--- src/rtl/nco_pkg.sv ---
package nco_pkg;

    typedef enum logic [1:0] {
        MODE_FREE = 2'b00,
        MODE_NORM = 2'b01,
        MODE_HOLD = 2'b10,
        MODE_RSVD = 2'b11
    } nco_mode_e;

    // Phase step per master cycle for a given output rate
    function automatic logic [63:0] nominal_step(input longint unsigned rate_hz,
                                                 input longint unsigned mclk_hz,
                                                 input int unsigned acc_w);
        return (64'(rate_hz) << acc_w) / 64'(mclk_hz);
    endfunction

    // Unsigned Q16 ratio between a channel rate and the reference rate
    function automatic logic [17:0] ratio_q16(input longint unsigned rate_hz,
                                              input longint unsigned ref_hz);
        return 18'((64'(rate_hz) << 16) / 64'(ref_hz));
    endfunction

endpackage

--- src/rtl/nco_limiter.sv ---
module nco_limiter #(
    parameter int unsigned CORR_W = 16
) (
    input  logic [CORR_W-1:0] raw,
    input  logic [CORR_W-1:0] limit,
    output logic [CORR_W-1:0] clamped
);
    localparam logic [CORR_W-1:0] MAXPOS = {1'b0, {(CORR_W-1){1'b1}}};

    logic [CORR_W-1:0]        lim_cap;
    logic signed [CORR_W:0]   raw_x;
    logic signed [CORR_W:0]   lim_x;
    logic signed [CORR_W:0]   neg_x;

    always_comb begin
        lim_cap = (limit > MAXPOS) ? MAXPOS : limit;
        raw_x   = {raw[CORR_W-1], raw};
        lim_x   = {1'b0, lim_cap};
        neg_x   = -lim_x;
        if (raw_x > lim_x) begin
            clamped = lim_cap;
        end else if (raw_x < neg_x) begin
            clamped = neg_x[CORR_W-1:0];
        end else begin
            clamped = raw;
        end
    end
endmodule

--- src/rtl/nco_ratio_scale.sv ---
module nco_ratio_scale #(
    parameter int unsigned CORR_W = 16,
    parameter logic [17:0] RATIO  = 18'd65536
) (
    input  logic [CORR_W-1:0] corr,
    output logic [CORR_W-1:0] scaled
);
    localparam int unsigned PW = CORR_W + 18;

    logic signed [PW-1:0] a_x;
    logic signed [PW-1:0] r_x;
    logic signed [PW-1:0] prod;
    logic signed [PW-1:0] shifted;

    always_comb begin
        a_x     = PW'($signed(corr));
        r_x     = PW'($signed({1'b0, RATIO}));
        prod    = a_x * r_x;
        shifted = prod >>> 16;
        scaled  = shifted[CORR_W-1:0];
    end
endmodule

--- src/rtl/nco_phase_acc.sv ---
module nco_phase_acc #(
    parameter int unsigned ACC_W      = 32,
    parameter int unsigned CORR_W     = 16,
    parameter int unsigned CORR_SHIFT = 12,
    parameter logic [63:0] NOM_STEP   = 64'd0
) (
    input  logic              clk,
    input  logic              rst_n,
    input  logic [CORR_W-1:0] corr,
    output logic              tick
);
    typedef struct packed {
        logic [ACC_W-1:0] acc;
        logic             tick;
    } acc_st_t;

    acc_st_t          st_d, st_q;
    logic [ACC_W-1:0] corr_x;
    logic [ACC_W-1:0] step;
    logic [ACC_W:0]   sum;

    always_comb begin
        corr_x    = ACC_W'($signed(corr));
        step      = NOM_STEP[ACC_W-1:0] + (corr_x << CORR_SHIFT);
        sum       = {1'b0, st_q.acc} + {1'b0, step};
        st_d.acc  = sum[ACC_W-1:0];
        st_d.tick = sum[ACC_W];
    end

    always_ff @(posedge clk) begin
        if (!rst_n) begin
            st_q <= '0;
        end else begin
            st_q <= st_d;
        end
    end

    assign tick = st_q.tick;

    // Step stays below half the phase range, so pulses are never adjacent
    assert_tick_pulse_R9: assert property (@(posedge clk) disable iff (!rst_n)
        st_q.tick |=> !st_q.tick);

    // Phase is never reset by anything but reset itself
    assert_phase_continuous_R8: assert property (@(posedge clk) disable iff (!rst_n)
        rst_n |=> (st_q.acc == ACC_W'($past(st_q.acc) + $past(step))));
endmodule

--- src/rtl/nco_bank.sv ---
module nco_bank #(
    parameter int unsigned ACC_W      = 32,
    parameter int unsigned CORR_W     = 16,
    parameter int unsigned CORR_SHIFT = 12,
    parameter int unsigned NCH        = 4,
    parameter int unsigned E1_IDX     = 2,
    parameter int unsigned MCLK_HZ    = 100000000,
    parameter int unsigned RATE_HZ [NCH] = '{19440000, 25248000, 32768000, 24704000}
) (
    input  logic                  clk,
    input  logic                  rst_n,
    input  logic [1:0]            mode,
    input  logic                  derive_en,
    input  logic [CORR_W-1:0]     corr_limit,
    input  logic [NCH*CORR_W-1:0] corr_in,
    input  logic                  corr_valid,
    input  logic                  hold_capture,
    output logic [NCH-1:0]        tick
);
    import nco_pkg::*;

    typedef logic [NCH-1:0][CORR_W-1:0] bank_t;

    typedef struct packed {
        bank_t live;
        bank_t hold;
    } bank_st_t;

    bank_st_t  st_d, st_q;
    bank_t     clamped;
    bank_t     scaled;
    bank_t     chosen;
    bank_t     applied;
    nco_mode_e mode_e;

    assign mode_e = nco_mode_e'(mode);

    for (genvar g = 0; g < NCH; g++) begin : g_ch
        localparam logic [63:0] NOM   = nominal_step(RATE_HZ[g], MCLK_HZ, ACC_W);
        localparam logic [17:0] RATIO = ratio_q16(RATE_HZ[g], RATE_HZ[E1_IDX]);

        nco_limiter #(.CORR_W(CORR_W)) u_lim (
            .raw     (corr_in[g*CORR_W +: CORR_W]),
            .limit   (corr_limit),
            .clamped (clamped[g])
        );

        nco_ratio_scale #(.CORR_W(CORR_W), .RATIO(RATIO)) u_scale (
            .corr   (clamped[E1_IDX]),
            .scaled (scaled[g])
        );

        nco_phase_acc #(
            .ACC_W      (ACC_W),
            .CORR_W     (CORR_W),
            .CORR_SHIFT (CORR_SHIFT),
            .NOM_STEP   (NOM)
        ) u_acc (
            .clk   (clk),
            .rst_n (rst_n),
            .corr  (applied[g]),
            .tick  (tick[g])
        );

        // Loaded words never exceed the limit in effect at load time
        assert_clamp_R4: assert property (@(posedge clk) disable iff (!rst_n)
            (corr_valid && !derive_en && ($past(rst_n) || 1'b1)) |=>
                (($signed({st_q.live[g][CORR_W-1], st_q.live[g]}) <=
                  $signed({1'b0, $past(corr_limit)})) &&
                 ($signed({st_q.live[g][CORR_W-1], st_q.live[g]}) >=
                  -$signed({1'b0, $past(corr_limit)}))));
    end

    always_comb begin
        for (int i = 0; i < NCH; i++) begin
            chosen[i] = (derive_en && (i != E1_IDX)) ? scaled[i] : clamped[i];
            case (mode_e)
                MODE_NORM: applied[i] = st_q.live[i];
                MODE_HOLD: applied[i] = st_q.hold[i];
                default:   applied[i] = '0;
            endcase
        end
    end

    always_comb begin
        st_d = st_q;
        if (corr_valid) begin
            st_d.live = chosen;
        end
        if (hold_capture && (mode_e == MODE_NORM)) begin
            st_d.hold = st_q.live;
        end
    end

    always_ff @(posedge clk) begin
        if (!rst_n) begin
            st_q <= '0;
        end else begin
            st_q <= st_d;
        end
    end

    assert_live_stable_R3: assert property (@(posedge clk) disable iff (!rst_n)
        !corr_valid |=> $stable(st_q.live));

    assert_hold_capture_R6: assert property (@(posedge clk) disable iff (!rst_n)
        (hold_capture && (mode == 2'b01)) |=> (st_q.hold == $past(st_q.live)));

    assert_hold_ignored_R7: assert property (@(posedge clk) disable iff (!rst_n)
        !(hold_capture && (mode == 2'b01)) |=> $stable(st_q.hold));
endmodule

--- config.mk ---
export PLATFORM = sky130hd
export DESIGN_NAME = nco_bank
export DESIGN_NICKNAME = d
export VERILOG_FILES = /design/src/rtl/nco_pkg.sv /design/src/rtl/nco_limiter.sv /design/src/rtl/nco_ratio_scale.sv /design/src/rtl/nco_phase_acc.sv /design/src/rtl/nco_bank.sv
export SDC_FILE = /design/constraint.sdc
export NUM_CORES = 1
export LEC_CHECK = 0
export ABC_AREA = 1
export BUFFER_PORTS_ARGS = -buffer_cell sky130_fd_sc_hd__clkbuf_2
export CAP_MARGIN = 20
export CORE_MARGIN = 3
export CORE_UTILIZATION = 59
export CTS_CLUSTER_DIAMETER = 30
export DETAILED_ROUTE_END_ITERATION = 16
export GPL_ROUTABILITY_DRIVEN = 0
export PLACE_DENSITY = 0.87
export SLEW_MARGIN = 15
export SYNTH_ARGS = -nofsm -noshare
export SYNTH_HDL_FRONTEND = slang
export SYNTH_SLANG_ARGS = --single-unit
--- constraint.sdc ---
create_clock -name clk -period 9.3 [get_ports clk]
set_input_delay 1.395 -clock clk [delete_from_list [all_inputs] [get_ports clk]]
set_output_delay 1.395 -clock clk [all_outputs]
set_load 0.005 [all_outputs]
==> results by group, run 1 <==
Timing
  – Setup-failing EPs final: 0
  – Final hold slack: 0.411 ns
  – Final worst-path cycle share: 96.5%
  – RSZ-0062 raised after global routing: true
  – Max_slew headroom: 30.0%
  – Max-slew violation count: 0
  – Actual slew at the worst max-slew pin: between 1 and 1.5 ns
  – Post-layout min period: 8.97 ns
  – FMAX: 111 MHz
  – Final hold violation count: 0
  – TNS Setup: 0 ns
  – Final setup skew: 0.0225 ns

Synth
  – Post-Syn Area: 0.0270 mm²
  – Number of synthesized register bits: 254
  – Synth Area in Compound Gates: 21.6%
  – Post-synthesis sequential area ratio: 18.9%
  – Mux cell area share after synthesis: 0.0742%
  – Synth Area in XOR/XNOR: 2.72%
  – Synth Area in Simple Gates: 18.9%
  – Asr flop ratio synth: 0%
  – Yosys cell types: 68
  – Post-synthesis adder-cell area fraction: 27.2%
  – Top FF cell, synth: dfxtp_1
  – Yosys warnings: 0
  – EDFF count, synth: 0
  – Cells after Synth: 3846
  – Syn_area_per_cell: between 7 and 8 µm²
  – Main combinational cell family by area after synthesis: adder cells

GRT
  – Vias in the first global route: around 26000
  – Largest net degree at the start of global routing: about 120
  – First-pass GRT wire length: 128000 µm
  – Total grt overflow: 0
  – GRT Overall Usage: 32.4%
  – Initial antenna violation count: 0

Finish
  – Commonest non-fill, non-tap cell in the layout: nand2_1
  – Cell Count, Final, Fillers Out: 4644
  – Layout Area Growth over Synthesis: 13.4%
  – Layout cells sized above 1: 10.7%
  – Diode count: 0
  – Final core occ: 68.4%
  – Layout Nets: 4611
  – Most frequent cells in the layout: nand2_1 (642), inv_1 (602), a21oi_1 (453), o21ai_0 (410), ha_1 (392)

Die
  – Chip width: 220 µm
  – Die height: about 220 µm
  – DIE AREA: 0.0483 mm²
  – Initial Utilization: 60.3%
  – Core Box Area: approximately 0.045 mm²
  – # IOs: 91
  – Rows: 77

Routing
  – 1st-pass router iterations: 7
  – DRC: 0
  – WL final: between 80000 and 90000 µm
  – Vias after detailed routing: 27500
  – Vias per cell: 5.92
  – DR WL/cell: 17.5 µm
  – Antenna Nets Post-Route: 0
  – Initial DRC Count: 3332

Worst setup path
  – Required time of the critical path: 9.72 ns
  – Critical path data arrival time: between 9 and 10 ns
  – Crit path launch type: input port
  – CP max-delay cell: fa_1
  – CP Launch Point: corr_limit[15]
  – CP Max Fanout: 13
  – CP endpoint kind: flop
  – CP peak stage delay: 0.55 ns
  – Reg2reg start: st_q[64]$_SDFFE_PN0P_
  – Crit Path Class: in -> reg

Pwr
  – Final Power: around 12 mW
  – P per Cell Area: approximately 390 mW/mm²
  – Max IR drop VDD: 1000 µV
  – Pleak: ~15 nW

Worst hold path
  – Min-delay src: g_ch[3].u_acc.st_q[5]$_SDFF_PN0_
  – Worst hold path class: reg -> reg

Placement
  – Detailed placement HPWL: 60300 µm
  – Placed Cells: 4533
  – # port buffers: 90

Clock network
  – Clk root buf: clkbuf_16
  – TritonCTS clock tree: yes
  – Worst skew pair latency: 0.57 ns
  – Clock sinks: 254
  – Clock Tree Buf Depth: 3
  – CTS buffer count: 52
  – # H-tree levels: 2
  – Worst-path clk slew: about 0.06 ns

Flow run
  – Maxcap violations: 0

Status
  – Status: complete, no violations
[final timing paths]
| check | end | slack (ns) | depth (start not counted) |
|---|---|---|---|
| hold reg to reg | g_ch[3].u_acc.st_q[5]$_SDFF_PN0_ | 0.41 | 1 |
| hold / removal | g_ch[3].u_acc.st_q[5]$_SDFF_PN0_ | 0.41 | 1 |
| setup / recovery | st_q[95]$_SDFFE_PN0P_ | 0.33 | 58 |
| setup reg to reg | g_ch[0].u_acc.st_q[30]$_SDFF_PN0_ | 5.06 | 18 |
[through the flow]
step	setup WS [ns]	instance area, µm²
after floorplan	0.00476	27000
after global placement	-0.0476	28500
after detailed placement	-0.319	28500
after CTS	0.261	30300
after global routing	-0.139	30600
final	0.330	30600
[routing by layer]
layer | routed length [µm] | global-route usage, % | share of wire [%]
met4 | 4940 | 15.5 | 6.1
met2 | 35200 | 51.7 | 43
met1 | 32000 | 42.5 | 39
met5 | 0 | 0 | 0
met3 | 9030 | 5.87 | 11
[critical path: cells and delay by family]
family / cells / cell delay, ns
adders and majority gates: 8 / 3.01
buffers and inverters: 15 / 1.19
and+or+nand+nor: 32 / 3.43
AOI/OAI and AO/OA: 3 / 0.33
[report_power, final]
group          internal (mW)  switching (mW)  leakage (nW)  total (mW)
clock                   1.21           0.665         0.862        1.88
combinational           3.29            5.28          12.3        8.57
sequential              1.31           0.136          2.10        1.44
total                   5.81            6.08          15.2        11.9
[cell type report]
type                    instances  area (µm²)
multi-input cells            2866       19200
fillers                      3482       14100
flip-flops and latches        254        5080
inverters                     622        2350
repair buffers                213        1420
clock buffers                  58        1360
well taps                     592         741
clock inverters                39         425
[timing repair]
action / 4_1_cts / 5_1_grt
endpoints found under the setup margin: 0 / 15
hold endpoints to repair: 0 / 0
resized for setup: 0 / 35
hold buffers: 0 / 0
setup buffers: 0 / 13
[sequential cells by signal, indices dropped and copies added (netlist names)]
signal and count:
st_q 128, g_ch.u_acc.st_q 122, g_ch.u_acc.tick 4
[synthesized netlist by cell type (6+ instances only)]
| cell type | count | area share, % |
|---|---|---|
| a31oi_1 | 18 | 0.42 |
| o211ai_1 | 17 | 0.47 |
| nor2_2 | 12 | 0.28 |
| o21ai_1 | 21 | 0.39 |
| or2_2 | 13 | 0.30 |
| nand3b_1 | 6 | 0.17 |
| xnor2_1 | 21 | 0.68 |
| buf_1 | 12 | 0.17 |
| a211oi_1 | 9 | 0.25 |
| clkbuf_1 | 80 | 1.1 |
| nor2_1 | 285 | 4.0 |
| inv_2 | 12 | 0.17 |
| o21a_1 | 32 | 0.89 |
| o21ai_0 | 413 | 7.7 |
| xor2_1 | 61 | 2.0 |
| inv_1 | 607 | 8.4 |
| nor4_1 | 8 | 0.19 |
| nor3b_1 | 6 | 0.17 |
| ha_1 | 397 | 18 |
| nand4_1 | 35 | 0.81 |
| nand2_1 | 644 | 9.0 |
| nand2_2 | 17 | 0.39 |
| buf_4 | 8 | 0.22 |
| o22ai_1 | 21 | 0.49 |
| dfxtp_1 | 254 | 19 |
| fa_1 | 118 | 8.8 |
| nor3_1 | 35 | 0.65 |
| o21bai_1 | 32 | 0.89 |
| a21oi_1 | 457 | 8.5 |
| nand3_1 | 101 | 1.9 |
[cells by family (layout without fill, tap and decap cells)]
family,after synthesis,count (layout)
other,2,9
AOI/OAI and AO/OA,1068,1068
and+or+nand+nor,1188,1189
DFF,254,254
muxes,2,2
adders and majority gates,515,515
buffers and inverters,734,932
xor gates and xnor gates,83,83
No activity file was read; power rests on OpenSTA's default activity.
==> run 2: changes to the inputs <==
--- a/config.mk
+++ b/config.mk
@@ -9,11 +9,11 @@
 export BUFFER_PORTS_ARGS = -buffer_cell sky130_fd_sc_hd__clkbuf_2
 export CAP_MARGIN = 20
 export CORE_MARGIN = 3
-export CORE_UTILIZATION = 59
+export CORE_UTILIZATION = 38
 export CTS_CLUSTER_DIAMETER = 30
 export DETAILED_ROUTE_END_ITERATION = 16
 export GPL_ROUTABILITY_DRIVEN = 0
-export PLACE_DENSITY = 0.87
+export PLACE_DENSITY = 0.63
 export SLEW_MARGIN = 15
 export SYNTH_ARGS = -nofsm -noshare
 export SYNTH_HDL_FRONTEND = slang
==> constraint.sdc (replaced) <==
create_clock -name clk -period 9.3 [get_ports clk]
set_input_delay 1.395 -clock clk [delete_from_list [all_inputs] [get_ports clk]]
set_output_delay 1.395 -clock clk [all_outputs]
set_load 0.02 [all_outputs]
==> results by group, run 2 (synthesized netlist as in run 1, its figures left out) <==
Status
  – Status: complete, no violations

Worst setup path
  – Crit Path Class: in -> reg
  – CP endpoint kind: flop
  – CP max-delay cell: fa_1
  – CP peak stage delay: 0.55 ns (about the same)
  – CP Launch Point: corr_limit[15]
  – Reg2reg start: st_q[64]$_SDFFE_PN0P_
  – Critical path data arrival time: 9.24 ns (-0.15 ns)
  – Crit path launch type: input port
  – CP Max Fanout: 9 (-4)
  – Required time of the critical path: 9.74 ns (+0.02 ns)

Clock network
  – Worst-path clk slew: 0.05 ns (about the same)
  – Worst skew pair latency: 0.59 ns (+0.02 ns)
  – Clk root buf: clkbuf_16
  – Clock Tree Buf Depth: 3 (unchanged)
  – CTS buffer count: 69 (+33%)
  – TritonCTS clock tree: yes
  – # H-tree levels: 3 (+1)
  – Clock sinks: 254 (unchanged)

Finish
  – Layout cells sized above 1: 12.6% (+1.9 points)
  – Most frequent cells in the layout: nand2_1 (641), inv_1 (604), a21oi_1 (454), o21ai_0 (409), ha_1 (392)
  – Cell Count, Final, Fillers Out: 5086 (+9.5%)
  – Max FFs per register: 128 (unchanged)
  – Layout Nets: 4691 (+1.7%)
  – Diode count: 0 (unchanged)
  – Top reg by flops: st_q
  – Commonest non-fill, non-tap cell in the layout: nand2_1
  – Layout Area Growth over Synthesis: 19.4%

Die
  – DIE AREA: 0.0742 mm² (+54%)
  – Die height: 272 µm (+24%)
  – Chip width: 272 µm (+24%)
  – # IOs: 91 (unchanged)
  – Core Box Area: 0.0701 mm² (+57%)
  – Rows: 97 (+26%)
  – Initial Utilization: 38.4% (-22 points)

Placement
  – Placed Cells: 4952 (+9.2%)
  – # port buffers: 90 (unchanged)
  – Detailed placement HPWL: 64500 µm (+6.9%)

Timing
  – Max_slew headroom: 30.9% (+0.94 points)
  – Final setup skew: 0.0274 ns (+0.00495 ns)
  – Final hold violation count: 0 (unchanged)
  – Final worst-path cycle share: 94.6% (-1.8 points)
  – Post-layout min period: 8.80 ns (-0.172 ns)
  – Setup-failing EPs final: 0 (unchanged)
  – Max-slew violation count: 0 (unchanged)
  – TNS Setup: 0 ns (unchanged)
  – Actual slew at the worst max-slew pin: 1.04 ns (-0.0141 ns)
  – FMAX: 114 MHz (+2.0%)

GRT
  – Total grt overflow: 0 (unchanged)
  – Initial antenna violation count: 1 (+1)
  – Largest net degree at the start of global routing: 113 (-2.6%)
  – Vias in the first global route: 24700 (-4.0%)
  – First-pass GRT wire length: 131000 µm (+2.9%)
  – GRT Overall Usage: 21.9% (-10 points)

Routing
  – Vias per cell: 5.07 (-14%)
  – 1st-pass router iterations: 5 (-2)
  – WL final: 81600 µm (+0.42%)
  – Vias after detailed routing: 25800 (-6.2%)
  – Initial DRC Count: 1971 (-41%)
  – DR WL/cell: 16.0 µm (-8.3%)
  – DRC: 0 (unchanged)
  – Antenna Nets Post-Route: 0 (unchanged)

Flow run
  – Maxcap violations: 0 (unchanged)

Pwr
  – Register share of total power: 10.9% (-1.2 points)
  – Max IR drop VDD: 1210 µV (+21%)
  – Logic pwr share: 69.5% (-2.6 points)
  – P per Cell Area: 408 mW/mm² (+5.0%)
  – NetSw: 6.20 mW (+1.9%)
  – Pleak: 15.9 nW (+4.4%)
  – Net Sw Frac: 47.1% (-4.0 points)
  – Internal power: 6.95 mW (+20%)
  – Clock network power share: 19.6% (+3.8 points)

Worst hold path
  – Min-delay src: g_ch[3].u_acc.st_q[5]$_SDFF_PN0_
  – Worst hold path class: reg -> reg
-- run 2: what timing repair did --
item                       4_1_cts  5_1_grt
gates resized for setup          0       26
setup buffers                    0        6
setup endpoints to repair        0       12
hold buffers                     0        0
-- run 2: stage by stage --
step                      setup slack [ns]  hold WS, ns  utilization, %  total power, mW  instance area [µm²]
final                                0.502        0.409            45.9             13.1                32200
after global routing               -0.0185        0.433            45.9             14.4                32200
after CTS                            0.506        0.415            45.7             12.9                32100
after detailed placement            -0.107        0.408            42.1             10.2                29500
after global placement              0.0445        0.405            42.1             10.2                29500
after floorplan                    0.00476        0.393               -             6.89                27000
-- run 2: final timing paths --
kind / depth (start not counted) / slack, ns / to
min: 1 / 0.41 / g_ch[3].u_acc.st_q[5]$_SDFF_PN0_
min reg2reg: 1 / 0.41 / g_ch[3].u_acc.st_q[5]$_SDFF_PN0_
max: 51 / 0.50 / st_q[95]$_SDFFE_PN0P_
max reg2reg: 18 / 5.15 / g_ch[0].u_acc.st_q[30]$_SDFF_PN0_
-- run 2: layout make-up --
cell class                      instances  area (µm²)
Fill cell                            7278       37900
Multi-Input combinational cell       2865       19200
Timing Repair Buffer                  277        1900
Clock buffer                           82        1920
Inverter                              622        2340
Tap cell                              940        1180
Clock inverter                         46         619
Sequential cell                       254        5080
-- run 2: critical path: cells and delay by family --
family / cells / cell delay [ns]
AOI/OAI and AO/OA: 6 / 0.83
buffers and inverters: 13 / 1.15
and+or+nand+nor: 24 / 2.89
adders and majority gates: 8 / 2.96
-- run 2: power groups by stage --
stage	Sequential, mW	Clock [mW]	Combinational, mW
6_report	1.44	2.58	9.13
5_1_grt	1.46	2.68	10.3
3_3_place_gp	1.45	0	8.73
3_5_place_dp	1.45	0	8.77
4_1_cts	1.43	2.62	8.85
2_1_floorplan	1.40	0	5.49
-- run 2: layer usage --
layer | vias up | global-route usage [%] | wire length [µm]
li1 | 13300 | - | -
met1 | 11700 | 31.0 | 38800
met2 | 655 | 34.0 | 35300
met3 | 164 | 3.44 | 4990
met4 | 0 | 7.43 | 2500
met5 | - | 0 | 0
